File: src/rtl/zvs_bridge_seq.sv
module zvs_bridge_seq #(
  parameter int CW = 16
) (
  input  logic          clk,
  input  logic          rst,
  input  logic [CW-1:0] duty_cmd,
  input  logic [CW-1:0] period_cmd,
  input  logic [CW-1:0] lead_cmd,
  input  logic [CW-1:0] hold_cmd,
  input  logic [CW-1:0] tmo_cmd,
  input  logic          zero_det,
  output logic [3:0]    sw_on,
  output logic          aux_on,
  output logic [2:0]    phase,
  output logic          fault
);

  typedef enum logic [2:0] {
    PH_OFF = 3'd0, PH_ON = 3'd1, PH_CLAMP = 3'd2,
    PH_AUX = 3'd3, PH_HOLD = 3'd4, PH_REON = 3'd5
  } ph_t;

  ph_t           st;
  logic [CW-1:0] cnt, duty_q, per_q, lead_q, tmr, aux_at;
  logic [CW:0]   tmr_inc;
  logic          sel, wrap, hold_done, tmo_done;
  logic [3:0]    pair_left;

  assign wrap      = (per_q <= CW'(1)) || (cnt >= per_q - CW'(1));
  assign aux_at    = (lead_q >= per_q) ? '0 : per_q - lead_q;
  assign tmr_inc   = {1'b0, tmr} + {{CW{1'b0}}, 1'b1};
  assign hold_done = tmr_inc >= {1'b0, hold_cmd};
  assign tmo_done  = tmr_inc >= {1'b0, tmo_cmd};

  always_ff @(posedge clk) begin
    if (rst) begin
      st     <= PH_OFF;
      cnt    <= '0;
      duty_q <= duty_cmd;
      per_q  <= period_cmd;
      lead_q <= lead_cmd;
      tmr    <= '0;
      sel    <= 1'b0;
      fault  <= 1'b0;
    end else begin
      if (wrap) begin
        cnt    <= '0;
        duty_q <= duty_cmd;
        per_q  <= period_cmd;
        lead_q <= lead_cmd;
      end else begin
        cnt <= cnt + CW'(1);
      end
      case (st)
        PH_OFF:   st <= PH_ON;
        PH_ON:    if (cnt == duty_q) st <= PH_CLAMP;
        PH_CLAMP: if (cnt >= aux_at) begin
                    st  <= PH_AUX;
                    tmr <= '0;
                  end
        PH_AUX:   if (zero_det) begin
                    st  <= PH_HOLD;
                    tmr <= '0;
                  end else if (tmo_done) begin
                    st    <= PH_REON;
                    fault <= 1'b1;
                  end else begin
                    tmr <= tmr + CW'(1);
                  end
        PH_HOLD:  if (hold_done) st <= PH_REON;
                  else tmr <= tmr + CW'(1);
        PH_REON:  begin
                    st  <= PH_ON;
                    sel <= ~sel;
                  end
        default:  st <= PH_OFF;
      endcase
    end
  end

  assign pair_left = sel ? 4'b1001 : 4'b0110;
  assign sw_on  = (st == PH_ON || st == PH_REON) ? 4'hF :
                  (st inside {PH_CLAMP, PH_AUX, PH_HOLD}) ? pair_left : 4'h0;
  assign aux_on = st inside {PH_AUX, PH_HOLD, PH_REON};
  assign phase  = st;


  split_pair_chk: assert property (@(posedge clk) disable iff (rst)
    (st == PH_CLAMP && $past(st) == PH_ON) |->
      ($countones(sw_on) == 2 && (sw_on == 4'b0110 || sw_on == 4'b1001)));


  aux_lead_chk: assert property (@(posedge clk) disable iff (rst)
    (sw_on == 4'hF && $past(sw_on) != 4'hF && $past(sw_on) != 4'h0) |-> $past(aux_on));


  aux_fall_chk: assert property (@(posedge clk) disable iff (rst)
    $fell(aux_on) |-> ($past(sw_on) == 4'hF && sw_on == 4'hF));


  zero_gate_chk: assert property (@(posedge clk) disable iff (rst)
    (st == PH_HOLD && $past(st) == PH_AUX) |-> $past(zero_det));


  fault_hold_chk: assert property (@(posedge clk) disable iff (rst)
    $past(fault) |-> fault);


  duty_latch_chk: assert property (@(posedge clk) disable iff (rst)
    (!$past(rst) && cnt != '0) |-> $stable(duty_q));

endmodule

File: config.mk
export PLATFORM = sky130hd
export DESIGN_NAME = zvs_bridge_seq
export DESIGN_NICKNAME = d
export VERILOG_FILES = /design/src/rtl/zvs_bridge_seq.sv
export SDC_FILE = /design/constraint.sdc
export NUM_CORES = 1
export LEC_CHECK = 0
export BUFFER_PORTS_ARGS = -buffer_cell sky130_fd_sc_hd__buf_4
export CORE_MARGIN = 2
export CORE_UTILIZATION = 30
export CTS_BUF_LIST = sky130_fd_sc_hd__clkbuf_4
export CTS_CLUSTER_SIZE = 16
export DETAILED_ROUTE_END_ITERATION = 7
export GPL_ROUTABILITY_DRIVEN = 0
export PLACE_DENSITY_LB_ADDON = 0.08
export RECOVER_POWER = 25
export SLEW_MARGIN = 0
export SYNTH_ARGS = -nofsm -noshare
export SYNTH_HDL_FRONTEND = slang
export SYNTH_SLANG_ARGS = --single-unit
File: constraint.sdc
create_clock -name clk -period 5.5 [get_ports clk]
set_clock_uncertainty 0.2 [all_clocks]
set_input_delay 0.55 -clock clk [delete_from_list [all_inputs] [get_ports clk]]
set_output_delay 0.55 -clock clk [all_outputs]
set_load 0.005 [all_outputs]
# Word-level counts from Yosys, hierarchy flattened
# Cells that the tools add are included.
# W data, S select, Z words.
[word_totals]
register_bits = 85
word_cells = 65
inputBits = 83
[classes]
muxes = 21
order_cmp = 6
bitwise = 2
eq_ne = 12
addsub = 5
n_reduce_logical = 11
[op_table]
columns = ["op", "n"]
rows = [
  ["$mux W16", 11],
  ["$ge A16 B16 Y1", 3],
  ["$pmux W16 S3", 1],
  ["$ge A17 B16 Y1", 2],
  ["$add A16 B1 Y16 const B", 2],
  ["$add A16 B1 Y17 const B", 1],
  ["$eq A16 B16 Y1", 1],
  ["$le A16 B1 Y1 const B", 1],
  ["$sub A16 B1 Y16 const B", 1],
  ["$sub A16 B16 Y16", 1],
  ["$mux W3", 5],
  ["$pmux W3 S5", 1],
  ["$mux W4", 3],
  ["$ne A2 B2 Y1 const B", 4],
  ["$reduce_and A4 Y1", 2],
  ["$eq A3 B2 Y1 const B", 2],
  ["$eq A3 B3 Y1 const B", 2],
  ["$ne A3 B3 Y1 const B", 2],
  ["$reduce_bool A3 Y1", 2],
  ["$reduce_or A2 Y1", 2],
  ["$eq A3 B1 Y1 const B", 1],
  ["$logic_not A3 Y1", 1],
  ["$reduce_and A3 Y1", 1],
  ["$logic_or A1 B1 Y1", 2],
  ["other kinds (2)", 3],
]

# Depth between registers and ports, before layout
# Gate-level depths: netlist of run 1.
[logic_depth]
ltp_word = 5
ltp_mapped = 21
ltp_nobuf = 19

# Worst setup path before layout of run 1
# Ideal clock, no wire load.
[synth_path]
path_kind = "register to register"
from = "reg per_q[3]"
to = "reg duty_q[0], enable pin"
n_path_buf = 1
setup_time_ns = 0.431
arrival_time_ns = 4.290
path_stages_with_launch = 16
required_ns = 4.869
path_slack_ns = 0.578
path_cell_list = "edfxtp_1 -> nor2_1 -> nand2_1 -> nor4_1 -> nand3_1 -> or3_1 -> nor3_1 -> xnor2_1 -> ha_1 -> nand4_1 -> nor3_1 -> nor4_1 -> o21ai_0 -> a21oi_1 -> o21ai_1 -> clkbuf_1"
[synth_via]
elab_chain_len = 4
[synth_lines]
columns = ["item", "line", "source"]
rows = [
  ["from (decl)", "24", "logic [CW-1:0] cnt, duty_q, per_q, lead_q, tmr, aux_at;"],
  ["from (signal assigned)", "40", "per_q <= period_cmd;"],
  ["from (signal assigned)", "49", "per_q <= period_cmd;"],
  ["$sub A16 B1 Y16", "29", "assign wrap = (per_q <= CW'(1)) || (cnt >= per_q - CW'(1));"],
  ["$ge A16 B16 Y1", "29", ""],
  ["$logic_or A1 B1 Y1 *", "29", ""],
  ["$reduce_bool A2 Y1 (no source line) *", "n/a", ""],
  ["to (signal assigned)", "39", "duty_q <= duty_cmd;"],
  ["to (signal assigned)", "48", "duty_q <= duty_cmd;"],
  ["to (decl)", "24", ""],
]
# Every way passes the cells marked *; elsewhere a longest branch is shown, timed or not.
# A chain may end at the register's enable or synchronous reset.

# Worst setup path in the final report of run 1
[layout_path]
from = "reg per_q[0]"
to = "reg tmr[0]"
[layout_via]
elab_chain_len = 5
[layout_lines]
columns = ["item", "line", "source"]
rows = [
  ["$sub A16 B16 Y16 / $ge A16 B16 Y1 (equally long branches)", "30", "assign aux_at = (lead_q >= per_q) ? '0 : per_q - lead_q;"],
  ["$mux W16 *", "30", ""],
  ["$ge A16 B16 Y1 *", "57", "PH_CLAMP: if (cnt >= aux_at) begin"],
  ["$ne A2 B2 Y1 (no source line) *", "n/a", ""],
  ["$reduce_and A4 Y1 (no source line) *", "n/a", ""],
  ["to (signal assigned)", "68", "tmr <= tmr + CW'(1);"],
  ["to (signal assigned)", "71", "else tmr <= tmr + CW'(1);"],
  ["to (decl)", "24", ""],
]
# Marked as above.

==> run summary, run 1 <==
The remaining max-slew budget at the tightest pin was 0.484; the quantity of I/O buffers inserted on ports was 91. The number of warnings printed during yosys synthesis was 0; the core box area was 19700 µm². Timing would allow up to 197 MHz.

Using the TritonRoute via totals, the vias-per-cell ratio works out to 4.80. The H-tree was split into 3 levels. Total CTS buffers: 9. The capturing element type of the critical path is a flop.

Including well taps, the total number of placed cells is 993. The number of global-route vias before repair came out at 5064. The smallest hold slack was 0.0695 ns; the total power density per cell area was 220 nW/µm².

The area growth from synthesis to layout was 19.4%; the flop and latch count out of synthesis was 85. The proportion of layout cells with a drive suffix above 1 was 0.174. The starting density of the core is 0.308, and the number of pins with negative max-slew slack in the final report is 0. The tools report the post-synthesis instance area as 6060 µm². The cell depth of the worst flop-to-flop path is 18. For the pin with the worst max-slew slack, the measured transition is 0.767 ns. The final layout net count was 912. CTS root buffer: sky130_fd_sc_hd__clkbuf_4.

The longest clock path from root to sink contains 2 buffers. For the worst setup path, the data required time is 5.70 ns. After legalization and detailed placement, the total HPWL measured 11900 µm.

Starting DRC count in detailed routing: 191. The worst setup path is launched from a flop. Average instance area after synthesis: 9.32 µm². In this run the critical register-to-register path is captured at tmr[0]. For the first-pass iteration count of the detailed router, the log shows 4.

TritonCTS built the clock tree. In this run, synthesis inferred 48 flip-flops with an integrated enable. 92 I/O pins were placed. The routed layout has 4870 vias.

The critical path class was reg -> reg. The run gives 1 as the number of antenna violations at the first check in global routing. STA puts the critical path data arrival time at 5.28 ns. The floorplan has 51 rows.

The first element of the critical path was per_q[0]. The die area came out at 21300 µm². The final hold violation count is 0. The register area share after synthesis was 0.360. The path with the worst hold slack has its endpoint at lead_q[4]. The total setup violations reported at the end of the flow came out at 0. The launch instance of the worst min-delay path is lead_cmd[4].

The analysis attributes to cell leakage a power of 3.26 nW. The post-synthesis cell type with the largest combined area was sky130_fd_sc_hd__edfxtp_1. Largest net degree at the start of global routing: 65. The path class of the lowest-slack min-delay path is in -> reg.

In the synthesized netlist the dominant register cell turns out to be sky130_fd_sc_hd__edfxtp_1. For the sum of negative setup slack, the log shows 0 ns. The reg-to-reg critical path startpoint was per_q[0].

The register-to-register setup slack came out at 0.43 ns. Setup repair after global routing left no endpoint under its margin. The tool flagged a number of max-cap violations equal to 0.

The number of nets in the synthesized netlist is 818. The clock transition at the registers of the reported paths is 0.13 ns. The minimum clock period is 5.07 ns.

The number of remaining DRC errors is 0, and the largest voltage drop on the vdd net is 164 µV. The global-route usage over all layers was 0.146; the distinct cell type count after synthesis was 55. The first global-routing pass estimated 25300 µm of wire.

Summed over all layers, the global routing overflow is 0. Cell depth of the worst min-delay path: 1. Buffers added to address setup during post-CTS repair amount to 0. Die height: 146 µm.

The fraction of registers with async set/reset was 0. The run gives 14900 µm as the routed wire length. In this run the horizontal extent of the chip is 146 µm. The wire length per cell after detailed routing is 14.7 µm, and the number of clock sinks is 85. Of all nets on the critical path, the largest fanout is 12. The run finished with clean final reports. For this run, the number of standard cells in the final layout without fillers is 1015. The number of nets still failing antenna checks after routing was 0. Sorting the synthesized cells by area gives the leading types as sky130_fd_sc_hd__edfxtp_1 24%, sky130_fd_sc_hd__ha_1 17%, sky130_fd_sc_hd__dfxtp_1 12%. The ratio of final minimum period to clock period is 0.922, and the top-area cell type share of the netlist area is 0.238. The logs give 650 for the number of standard cells after synthesis and 0.46 ns for the later-pin clock latency in the skew report.
==> final cells by class <==
type	instances	area [µm²]
flip-flops and latches	85	2180
repair buffers	99	768
diodes	1	2.50
clock buffers	12	90.1
fillers	2054	12400
clock inverters	4	41.3
well taps	265	332
multi-input cells	489	3590
inverters	60	225
==> through the flow <==
| step | utilization | area [µm²] | power [W] | worst slack, ns |
|---|---|---|---|---|
| 2_1_floorplan | - | 6060 | 0.00107 | 0.578 |
| 3_3_place_gp | 0.359 | 7050 | 0.00124 | 0.616 |
| 3_5_place_dp | 0.359 | 7050 | 0.00125 | 0.521 |
| 4_1_cts | 0.365 | 7180 | 0.00162 | 0.488 |
| 5_1_grt | 0.368 | 7230 | 0.00171 | 0.0918 |
| 6_report | 0.368 | 7230 | 0.00159 | 0.429 |
==> report_power, final <==
part	switching, W	internal (W)	total [W]
Combinational	0.000254	0.000226	0.000480
Clock	0.000214	0.000151	0.000365
Sequential	0.0000426	0.000706	0.000748
Total	0.000510	0.00108	0.00159
==> placed cells by master (no fill, tap or decap), types with 3 or more instances in the layout <==
master	instances
sky130_fd_sc_hd__ha_1	84
sky130_fd_sc_hd__inv_1	59
sky130_fd_sc_hd__buf_4	58
sky130_fd_sc_hd__nand2_1	50
sky130_fd_sc_hd__edfxtp_1	48
sky130_fd_sc_hd__nor2_1	47
sky130_fd_sc_hd__clkbuf_4	47
sky130_fd_sc_hd__xnor2_1	46
sky130_fd_sc_hd__dfxtp_1	37
sky130_fd_sc_hd__a21oi_1	32
sky130_fd_sc_hd__o21ai_0	25
sky130_fd_sc_hd__xor2_1	24
sky130_fd_sc_hd__nand3_1	23
sky130_fd_sc_hd__and3_1	17
sky130_fd_sc_hd__nand4_1	16
sky130_fd_sc_hd__nor3_1	14
sky130_fd_sc_hd__a21o_1	13
sky130_fd_sc_hd__nor4_1	12
sky130_fd_sc_hd__a31o_2	8
sky130_fd_sc_hd__o21a_1	7
sky130_fd_sc_hd__nand2b_1	7
sky130_fd_sc_hd__or3_1	6
sky130_fd_sc_hd__a211oi_1	6
sky130_fd_sc_hd__nor2b_1	5
sky130_fd_sc_hd__dlygate4sd3_1	5
sky130_fd_sc_hd__and4_1	3
sky130_fd_sc_hd__or2_2	3
sky130_fd_sc_hd__nor3b_1	3
sky130_fd_sc_hd__o31ai_1	3
sky130_fd_sc_hd__clkinv_1	3
sky130_fd_sc_hd__a32o_1	3
==> layer usage <==
metal / global-route usage / vias to the layer above / share of wire
met4: 0.0335 / 0 / 0.012
li1: - / 2517 / -
met2: 0.258 / 111 / 0.49
met1: 0.180 / 2231 / 0.46
met3: 0.0350 / 11 / 0.043
met5: 0 / - / 0
==> critical path, stage by stage (launching register included) <==
cell	delay [ns]
sky130_fd_sc_hd__edfxtp_1	0.45
sky130_fd_sc_hd__inv_1	0.15
sky130_fd_sc_hd__ha_1	0.19
sky130_fd_sc_hd__inv_1	0.05
sky130_fd_sc_hd__fa_1	0.39
sky130_fd_sc_hd__a21o_1	0.18
sky130_fd_sc_hd__and4_1	0.19
sky130_fd_sc_hd__o21ai_0	0.32
sky130_fd_sc_hd__a31oi_1	0.16
sky130_fd_sc_hd__o21a_1	0.20
sky130_fd_sc_hd__o21ai_0	0.14
sky130_fd_sc_hd__o311ai_0	0.16
sky130_fd_sc_hd__ha_1	0.33
sky130_fd_sc_hd__nand4_1	0.13
sky130_fd_sc_hd__nor4_1	0.33
sky130_fd_sc_hd__a211oi_1	0.20
sky130_fd_sc_hd__or4_4	0.66
sky130_fd_sc_hd__or4_4	0.52
sky130_fd_sc_hd__o21ai_2	0.06
==> state kept, by name (all words and copies together), names as in the netlist <==
| name | cells |
|---|---|
| cnt | 16 |
| duty_q | 16 |
| fault | 1 |
| lead_q | 16 |
| per_q | 16 |
| phase | 3 |
| sel | 1 |
| tmr | 16 |
==> what timing repair did <==
item,CTS,global route
setup endpoints to repair,0,0
hold endpoints to repair,0,5
hold buffers,0,5
resized for setup,0,0
==> cell usage after synthesis, types with 5 or more instances <==
library cell / instances
sky130_fd_sc_hd__o21a_1: 7
sky130_fd_sc_hd__nor3_1: 14
sky130_fd_sc_hd__nor2_1: 47
sky130_fd_sc_hd__a31o_2: 8
sky130_fd_sc_hd__xnor2_1: 46
sky130_fd_sc_hd__a21o_1: 13
sky130_fd_sc_hd__edfxtp_1: 48
sky130_fd_sc_hd__clkbuf_1: 13
sky130_fd_sc_hd__dfxtp_1: 37
sky130_fd_sc_hd__ha_1: 84
sky130_fd_sc_hd__nand4_1: 16
sky130_fd_sc_hd__and3_1: 17
sky130_fd_sc_hd__a21oi_1: 32
sky130_fd_sc_hd__a211oi_1: 6
sky130_fd_sc_hd__or3_1: 6
sky130_fd_sc_hd__nand2b_1: 7
sky130_fd_sc_hd__xor2_1: 24
sky130_fd_sc_hd__nand2_1: 50
sky130_fd_sc_hd__inv_1: 59
sky130_fd_sc_hd__nor4_1: 13
sky130_fd_sc_hd__o21ai_0: 25
sky130_fd_sc_hd__nor2b_1: 5
sky130_fd_sc_hd__nand3_1: 23
==> cell families after synthesis <==
logic type	after synthesis	synth area share
AND/OR/NAND/NOR	214	0.180
XOR/XNOR	70	0.101
flip-flops	85	0.360
AO/OA/AOI/OAI	120	0.132
buffers and inverters	76	0.0496
adder cells (fa/ha/maj)	85	0.177
==> how the worst max path moves through the flow <==
stage               slack (ns)  cells past startpoint   endpoint
floorplan                 0.58                     15  duty_q[0]
global placement          0.62                     18     tmr[0]
detailed placement        0.52                     18     tmr[0]
CTS                       0.49                     18     tmr[0]
global route              0.09                     18     tmr[0]
finish                    0.43                     18     tmr[0]
(Power assumes the default switching activity.)
==> run 2: changes to the inputs <==
- ABC_AREA: unset -> 1
==> run 2 against run 1 <==
Net effect:
- non-clock buffer count decreased by 5
- worst hold slack got worse by 0.031 ns
- global-route usage decreased by 0.81 points
- clock power increased by 17%
- first-iteration DRC count decreased by 18%
- sequential share of layout area decreased by 1.6 points
==> run summary, run 2 <==
The filler cells instantiated in the layout total 2370. The part of the power in combinational logic was 0.420; the minimum clock period was 4.53 ns. Synthesis inferred 85 register bits. For this run, the top clock speed supported by timing is 221 MHz. The ratio of final minimum period to clock period is 0.824, and the number of buffers on the longest clock path is 2. The tools report the final hold violation count as 0. TritonCTS built the clock tree. The total setup violations reported at the end of the flow was 0; the total power consumption of the routed design was 0.00221 W.

Path class of the lowest-slack min-delay path: in -> reg. Counting every instance in the synthesized netlist gives 838. The most instantiated library cell after synthesis is sky130_fd_sc_hd__nand2_1.

Setup repair after global routing left no endpoint under its margin. The starting density of the core was 0.303. After clock tree synthesis, the flow added hold-fix buffers numbering 0. Top-area cell type share of the netlist area: 0.220. The tools report the number of pins with negative max-slew slack in the final report as 0. The number of post-CTS setup repair buffers came out at 0. CTS placed an instance of sky130_fd_sc_hd__clkbuf_4 at the clock tree root. The pre-antenna-repair detailed-routing pass consisted of 4 iterations. The total power density per cell area came out at 289 nW/µm².

At the later pin of the worst-skew pair, clock insertion delay measures 0.48 ns. The part of the total power dissipated in sequential elements came out at 0.387. VDD sags by at most 121 µV. The logs give 2 for the number of antenna violations at the first check in global routing and 5349 for the overall via count from detail_route. The arrival time at the worst endpoint was 4.53 ns.

During I/O placement, the number of pins put on the boundary was 92. The distinct cell type count after synthesis is 41, and the number of warnings printed during yosys synthesis is 0. Critical path class: reg -> reg.

The global-route usage over all layers was 0.138; the register area share after synthesis was 0.333. Cell internal power was estimated by the tool at 0.00134 W. The worst setup path is launched from a flop. Among all flip-flop cells after synthesis, the most frequent one is sky130_fd_sc_hd__edfxtp_1.

The die covers 23000 µm². The fraction of power consumed by the clock network came out at 0.193. For this design the static power due to leakage is 3.66 nW. The count of flip-flops with a built-in enable after synthesis was 48. The run finished with clean final reports. The analysis attributes to net switching a power of 0.000872 W.

For the number of remaining DRC errors, the log shows 0. CTS built an H-tree with a depth of 3. After clock tree synthesis, the repair step resized 0 gates. The wire-length estimate of the detail-placed layout is 12300 µm. Capturing element type of the critical path: a flop.

The tools report the core box area as 21600 µm². The library cell used most frequently in the layout, excluding fill and tap cells, is sky130_fd_sc_hd__nand2_1. For the largest net degree at the start of global routing, the log shows 45. The fraction of registers with async set/reset works out to 0. The proportion of layout cells with a drive suffix above 1 was 0.157; the reported max-cap violation count was 0. The commonest cells after synthesis are 179 x sky130_fd_sc_hd__nand2_1, 121 x sky130_fd_sc_hd__inv_1, 84 x sky130_fd_sc_hd__ha_1. Of all cell types, the one taking the most synthesized area is sky130_fd_sc_hd__edfxtp_1.

The area growth from synthesis to layout is 16.8%. The floorplan has 54 rows. Once detail routing completed, the nets flagged for antenna violations numbered 0. Data on the critical path is required at its endpoint by 5.50 ns.

The number of clock sinks was 85. For the final routed database, the setup TNS stands at 0 ns. Remaining max-slew budget at the tightest pin: 0.268. In the final routed layout, each cell accounts on average for 12.5 µm.

The starting DRC count in detailed routing was 157. Ranked by total cell area, the synthesized netlist is headed by sky130_fd_sc_hd__edfxtp_1 22%, sky130_fd_sc_hd__ha_1 16%, sky130_fd_sc_hd__dfxtp_1 11%. Measured along the x axis, the die boundary spans 152 µm. For this run, the post-layout net count is 1095. The routed wire length is 15200 µm, and the total grt overflow is 0. Along the worst path, the maximum fanout reaches 44.

In this run the vertical extent of the chip is 152 µm. Transition time at the pin with the least slew margin: 1.10 ns. The global-route wire length before repair is 25000 µm.

The number of global-route vias before repair came out at 5293. The quantity of I/O buffers inserted on ports was 91; the number of nets in the synthesized netlist was 1006. The top cell types in the final layout, fill and taps aside, are 179 x sky130_fd_sc_hd__nand2_1, 121 x sky130_fd_sc_hd__inv_1, 84 x sky130_fd_sc_hd__ha_1, 75 x sky130_fd_sc_hd__nor2_1, 65 x sky130_fd_sc_hd__a21oi_1. TritonCTS created 9 clock buffers.

The clock transition at the registers of the reported paths works out to 0.14 ns. A synthesized cell averages 7.82 µm². The routed via count divided by cell count was 4.41; the post-synthesis instance area was 6550 µm². Switching fraction of total power: 0.395.
run 2: changes by cell type after synthesis, sizes merged, moves of 24 or more:
| cell | before | now |
|---|---|---|
| inv | 59 | 125 |
| nor2 | 47 | 80 |
| nand3 | 23 | 54 |
| nand2 | 50 | 182 |
| xnor2 | 46 | 22 |
| a21oi | 33 | 65 |
run 2: layer usage:
metal	track usage	wire (µm)	up-vias
li1	-	-	2929
met1	0.165	6870	2337
met2	0.254	7660	72
met3	0.0183	490	11
met4	0.0431	213	0
met5	0	0	-
run 2: stage by stage:
| step | hold WS (ns) | cell area [µm²] | utilization | worst slack (ns) | instances |
|---|---|---|---|---|---|
| 2_1_floorplan | 0.247 | 6550 | - | 1.85 | 838 |
| 3_3_place_gp | 0.271 | 7470 | 0.346 | 0.955 | 1195 |
| 3_5_place_dp | 0.277 | 7470 | 0.346 | 0.838 | 1195 |
| 4_1_cts | 0.00186 | 7630 | 0.353 | 0.826 | 1211 |
| 6_report | 0.0387 | 7650 | 0.354 | 0.967 | 1214 |
| 5_1_grt | 0.0248 | 7650 | 0.354 | 0.310 | 1213 |
run 2: power by group through the flow:
stage	logic (W)	registers, W	clock network [W]
2_1_floorplan	0.000734	0.000844	0
3_3_place_gp	0.000949	0.000870	0
3_5_place_dp	0.000950	0.000869	0
4_1_cts	0.000953	0.000855	0.000446
5_1_grt	0.00109	0.000869	0.000469
6_report	0.000928	0.000854	0.000426
run 2: logic make-up (layout without fill, tap and decap cells):
group | Yosys count | in the layout | share of synthesized area
AND/OR/NAND/NOR | 370 | 370 | 0.256
buffers and inverters | 142 | 236 | 0.0913
AO/OA/AOI/OAI | 101 | 101 | 0.0827
adder cells (fa/ha/maj) | 85 | 85 | 0.164
flip-flops | 85 | 85 | 0.333
XOR/XNOR | 55 | 55 | 0.0735
other | 0 | 2 | 0
run 2: area by class of cell:
class	instances	area (µm²)	share of cell area
flip-flops and latches	85	2180	0.285
multi-input cells	611	3770	0.493
inverters	126	473	0.0618
well taps	280	350	0.0458
clock inverters	6	86.3	0.0113
clock buffers	10	75.1	0.00981
diodes	2	5.00	0.000654
repair buffers	94	708	0.0926
run 2: path summary, 6_finish.rpt:
check,cells past startpoint,start,slack [ns],to
max,16,per_q[1],0.97,duty_q[1]
min,1,duty_cmd[7],0.04,duty_q[7]
max reg2reg,16,per_q[1],0.97,duty_q[1]
min reg2reg,2,fault,0.29,fault
run 2: critical path: stages (launching register included):
cell and delay, ns:
sky130_fd_sc_hd__edfxtp_1 0.48, sky130_fd_sc_hd__nor2_1 0.13, sky130_fd_sc_hd__nand2_1 0.08, sky130_fd_sc_hd__nor3_1 0.39, sky130_fd_sc_hd__nand3_1 0.27, sky130_fd_sc_hd__nor4_1 0.29, sky130_fd_sc_hd__xnor2_1 0.11, sky130_fd_sc_hd__ha_1 0.30
sky130_fd_sc_hd__nand2_1 0.06, sky130_fd_sc_hd__inv_1 0.05, sky130_fd_sc_hd__nand3_1 0.08, sky130_fd_sc_hd__nor3_1 0.20, sky130_fd_sc_hd__nand3_1 0.11, sky130_fd_sc_hd__nand4_1 0.10, sky130_fd_sc_hd__buf_4 0.24, sky130_fd_sc_hd__or2_2 0.87
sky130_fd_sc_hd__buf_4 0.29
==> run 3: changes to the inputs <==
- ABC_AREA: 1 -> 0
- clock period: 5.5 -> 4.1 ns (I/O delays scaled with it)
==> run 3 against run 2 <==
Net effect:
- the flow now finishes with violations (setup timing)
- cell count decreased by 4.9%
- critical path depth rose by 3
- power is 9.6% higher
- setup slack worse by 1.3 ns
- clock power is 17% higher
- global-route usage is 1.4 points higher
- sequential power up 17%
- flip-flop and latch count is the same
- register-to-register slack worse by 1.3 ns
- via count up 0.79%
- critical endpoint is now tmr[0]
- largest cell class unchanged
==> run summary, run 3 (synthesized netlist as in run 1, its figures left out) <==
For the final critical-path setup slack, the log shows -0.356 ns. STA classifies the critical path endpoint as a flop. The internal power consumption came out at 0.00163 W. The run finished, with violations left. The starting DRC count in detailed routing was 195; the total power density per cell area was 282 nW/µm². The startpoint type of the worst setup path is a flop. The part of the total power dissipated in sequential elements was 0.413. In this run the cell area measured after placement is 7710 µm². Path class of the lowest-slack min-delay path: in -> reg.

The run gives -0.36 ns as the register-to-register setup slack. The tools report the I/O pin count as 92. Quantity of I/O buffers inserted on ports: 91.

In this run the worst path has a maximum fanout of 4. The tools report the overall via count from detail_route as 5391. The worst setup path is of the reg -> reg kind.

The kind of cell with the highest combined delay along the critical path is simple AND/OR/NAND/NOR gates. The die is 146 µm tall. The most critical setup path has its startpoint at per_q[0]. CTS placed an instance of sky130_fd_sc_hd__clkbuf_4 at the clock tree root. The core box area is 19700 µm². For this run, the post-layout net count is 1053. The post-route cell area was 8580 µm²; the fraction of power consumed by the clock network was 0.206.

The tools report the non-filler instance count after layout as 1155. The count of placed standard cells including taps was 1076. The tools report the end point of the critical path as tmr[0]. The minimum clock period came out at 4.46 ns. After detailed routing, the total wire length is 15900 µm. Static timing analysis puts the maximum clock frequency at 224 MHz. For the pin with the worst max-slew slack, the measured transition is 0.748 ns. Before CTS, the worst setup slack after placement is -0.629 ns. The proportion of layout cells with a drive suffix above 1 was 0.282. The tools report the number of antenna repair diodes as 0. The number of pins with negative max-slew slack in the final report was 0. The checks that failed: setup timing. Buffers inserted during clock tree synthesis total 9.

The number of remaining DRC errors was 0; the area growth from synthesis to layout was 41.7%. The reported max-cap violation count is 0, and the later-pin clock latency in the skew report is 0.47 ns. The die covers 21300 µm². The logs give 12900 µm for the total half-perimeter wirelength after legalization and detailed placement and 3 for the maximum level of the CTS H-tree.

The most frequent cell on the critical path is sky130_fd_sc_hd__o21ai_2. After detailed routing, the number of vias per cell comes to 4.67. Met2 routing resource usage after global routing: 0.270. The utilization after layout came out at 0.437.

Data arrives at the worst endpoint at 4.67 ns. The signal on the critical path passes through inv_2 -> ha_4 -> inv_2 -> fa_2 -> a21o_1 -> and4_1 -> o21ai_2 -> buf_4 -> a31oi_2 -> o21a_1 -> o21ai_2 -> o311ai_4 -> ha_4 -> nand4_1 -> nor4_2 -> a211oi_2 -> or4_4 -> or4_4 -> o21ai_2. Ratio of final minimum period to clock period: 1.09. The clock transition at the registers of the reported paths works out to 0.14 ns. Setup repair after global routing could not meet its margin everywhere. The library cell used most frequently in the layout, excluding fill and tap cells, is sky130_fd_sc_hd__buf_4. The first TritonRoute pass finished after 4 iterations. Counting cells, the worst reg-to-reg path comes to 19. TritonCTS built the clock tree. After detailed routing, the average wire length per cell comes to 13.7 µm. On the critical path, the stage with the largest delay is an instance of sky130_fd_sc_hd__or4_4. Entering global routing, the biggest net connects 45 pins.

The final hold violation count is 0, and the number of antenna violations at the first check in global routing is 0. In this run the static leakage power is 3.92 nW. The number of buffer and inverter stages on the critical path came out at 3. Counting every sink on the clock net gives 85.

The worst register-to-register path begins at per_q[0]. The global-route track usage on met3 was 0.0250. The cell count along the critical path is 19, and the switching fraction of total power is 0.325. The remaining max-slew budget at the tightest pin is 0.497, and the die boundary width is 146 µm. The total setup violations reported at the end of the flow was 17; the global-route wire length before repair was 26400 µm.

For the global-route usage over all layers, the log shows 0.152. The logs give 2 for the number of buffers on the longest clock path and 5414 for the number of global-route vias before repair. In this run the most used layer during global routing was met2. The worst register-to-register path ends at tmr[0]. In this design, the stage delay of the slowest critical-path cell is 0.53 ns.

The analysis attributes to net switching a power of 0.000786 W. STA puts the critical path data required time at 4.31 ns. The part of the power in combinational logic was 0.381. Across the VDD grid, the largest voltage drop is 142 µV. The count of nets left with antenna violations once routing finished came out at 0.

The met1 track demand over resource in global routing is 0.187, and the floorplan row count is 51. The starting density of the core was 0.308; the total grt overflow was 0. The library cells used most frequently in the layout, excluding fill and tap cells, are 155 x sky130_fd_sc_hd__buf_4, 82 x sky130_fd_sc_hd__ha_1, 57 x sky130_fd_sc_hd__inv_1, 49 x sky130_fd_sc_hd__nand2_1, 49 x sky130_fd_sc_hd__dlygate4sd3_1.
run 3: cell types whose count changed in the layout (fill, tap and decap cells not counted), sizes merged, moves of 9 or more:
| cell | before | now |
|---|---|---|
| xor2 | 33 | 24 |
| nand3 | 54 | 23 |
| nor3 | 25 | 14 |
| nand2 | 182 | 50 |
| a21oi | 65 | 33 |
| inv | 126 | 61 |
| o21ai | 20 | 29 |
| nor4 | 2 | 13 |
| xnor2 | 22 | 46 |
| buf | 58 | 160 |
| a21o | 2 | 14 |
| dlygate4sd3 | 1 | 49 |
| and3 | 0 | 17 |
| nor2 | 80 | 47 |
run 3: layout make-up:
| cell class | instances | area (µm²) |
|---|---|---|
| Sequential cell | 85 | 2180 |
| Inverter | 60 | 225 |
| Clock buffer | 9 | 67.6 |
| Timing Repair Buffer | 240 | 1940 |
| Fill cell | 1963 | 11100 |
| Multi-Input combinational cell | 489 | 3760 |
| Clock inverter | 7 | 73.8 |
| Tap cell | 265 | 332 |
run 3: per-layer routing:
metal,routed length [µm],up-vias
met4,304,0
met5,0,-
met2,7780,92
li1,-,2803
met3,543,18
met1,7230,2478
run 3: through the flow:
stage                     total power [W]  hold slack (ns)  setup TNS [ns]
after detailed placement          0.00179            0.280           -8.76
after global placement            0.00177            0.275           -5.77
after global routing              0.00260            0.143           -6.01
after floorplan                   0.00144            0.252         -0.0538
after CTS                         0.00239            0.132           -4.33
final                             0.00242            0.175           -3.22
run 3: worst min-delay path by stage:
stage,startpoint,cells after the start,slack (ns),end
final,zero_det,3,0.17,phase[0]
after global routing,zero_det,3,0.14,phase[0]
after CTS,zero_det,3,0.13,phase[0]
after detailed placement,cnt[0],1,0.28,cnt[0]
after global placement,cnt[0],1,0.28,cnt[0]
after floorplan,cnt[0],1,0.25,cnt[0]
run 3: power groups by stage:
stage | Combinational, W | Sequential (W) | Clock, W
6_report | 0.000920 | 0.000999 | 0.000499
5_1_grt | 0.00102 | 0.00101 | 0.000567
4_1_cts | 0.000866 | 0.000997 | 0.000525
3_5_place_dp | 0.000771 | 0.00102 | 0
3_3_place_gp | 0.000757 | 0.00102 | 0
2_1_floorplan | 0.000439 | 0.000999 | 0
run 3: what timing repair did:
item	in CTS	in global routing
setup endpoints to repair	17	65
hold buffers	49	0
gates cloned	1	0
pin swaps	3	4
resized for setup	9	20
endpoints found under the hold margin	51	0
buffers inserted	7	6
run 3: tightest hold or removal path: cells and delay by family:
kind            cells  cell delay [ns]
buf+inv             1             0.09
compound gates      1             0.26
simple gates        1             0.06
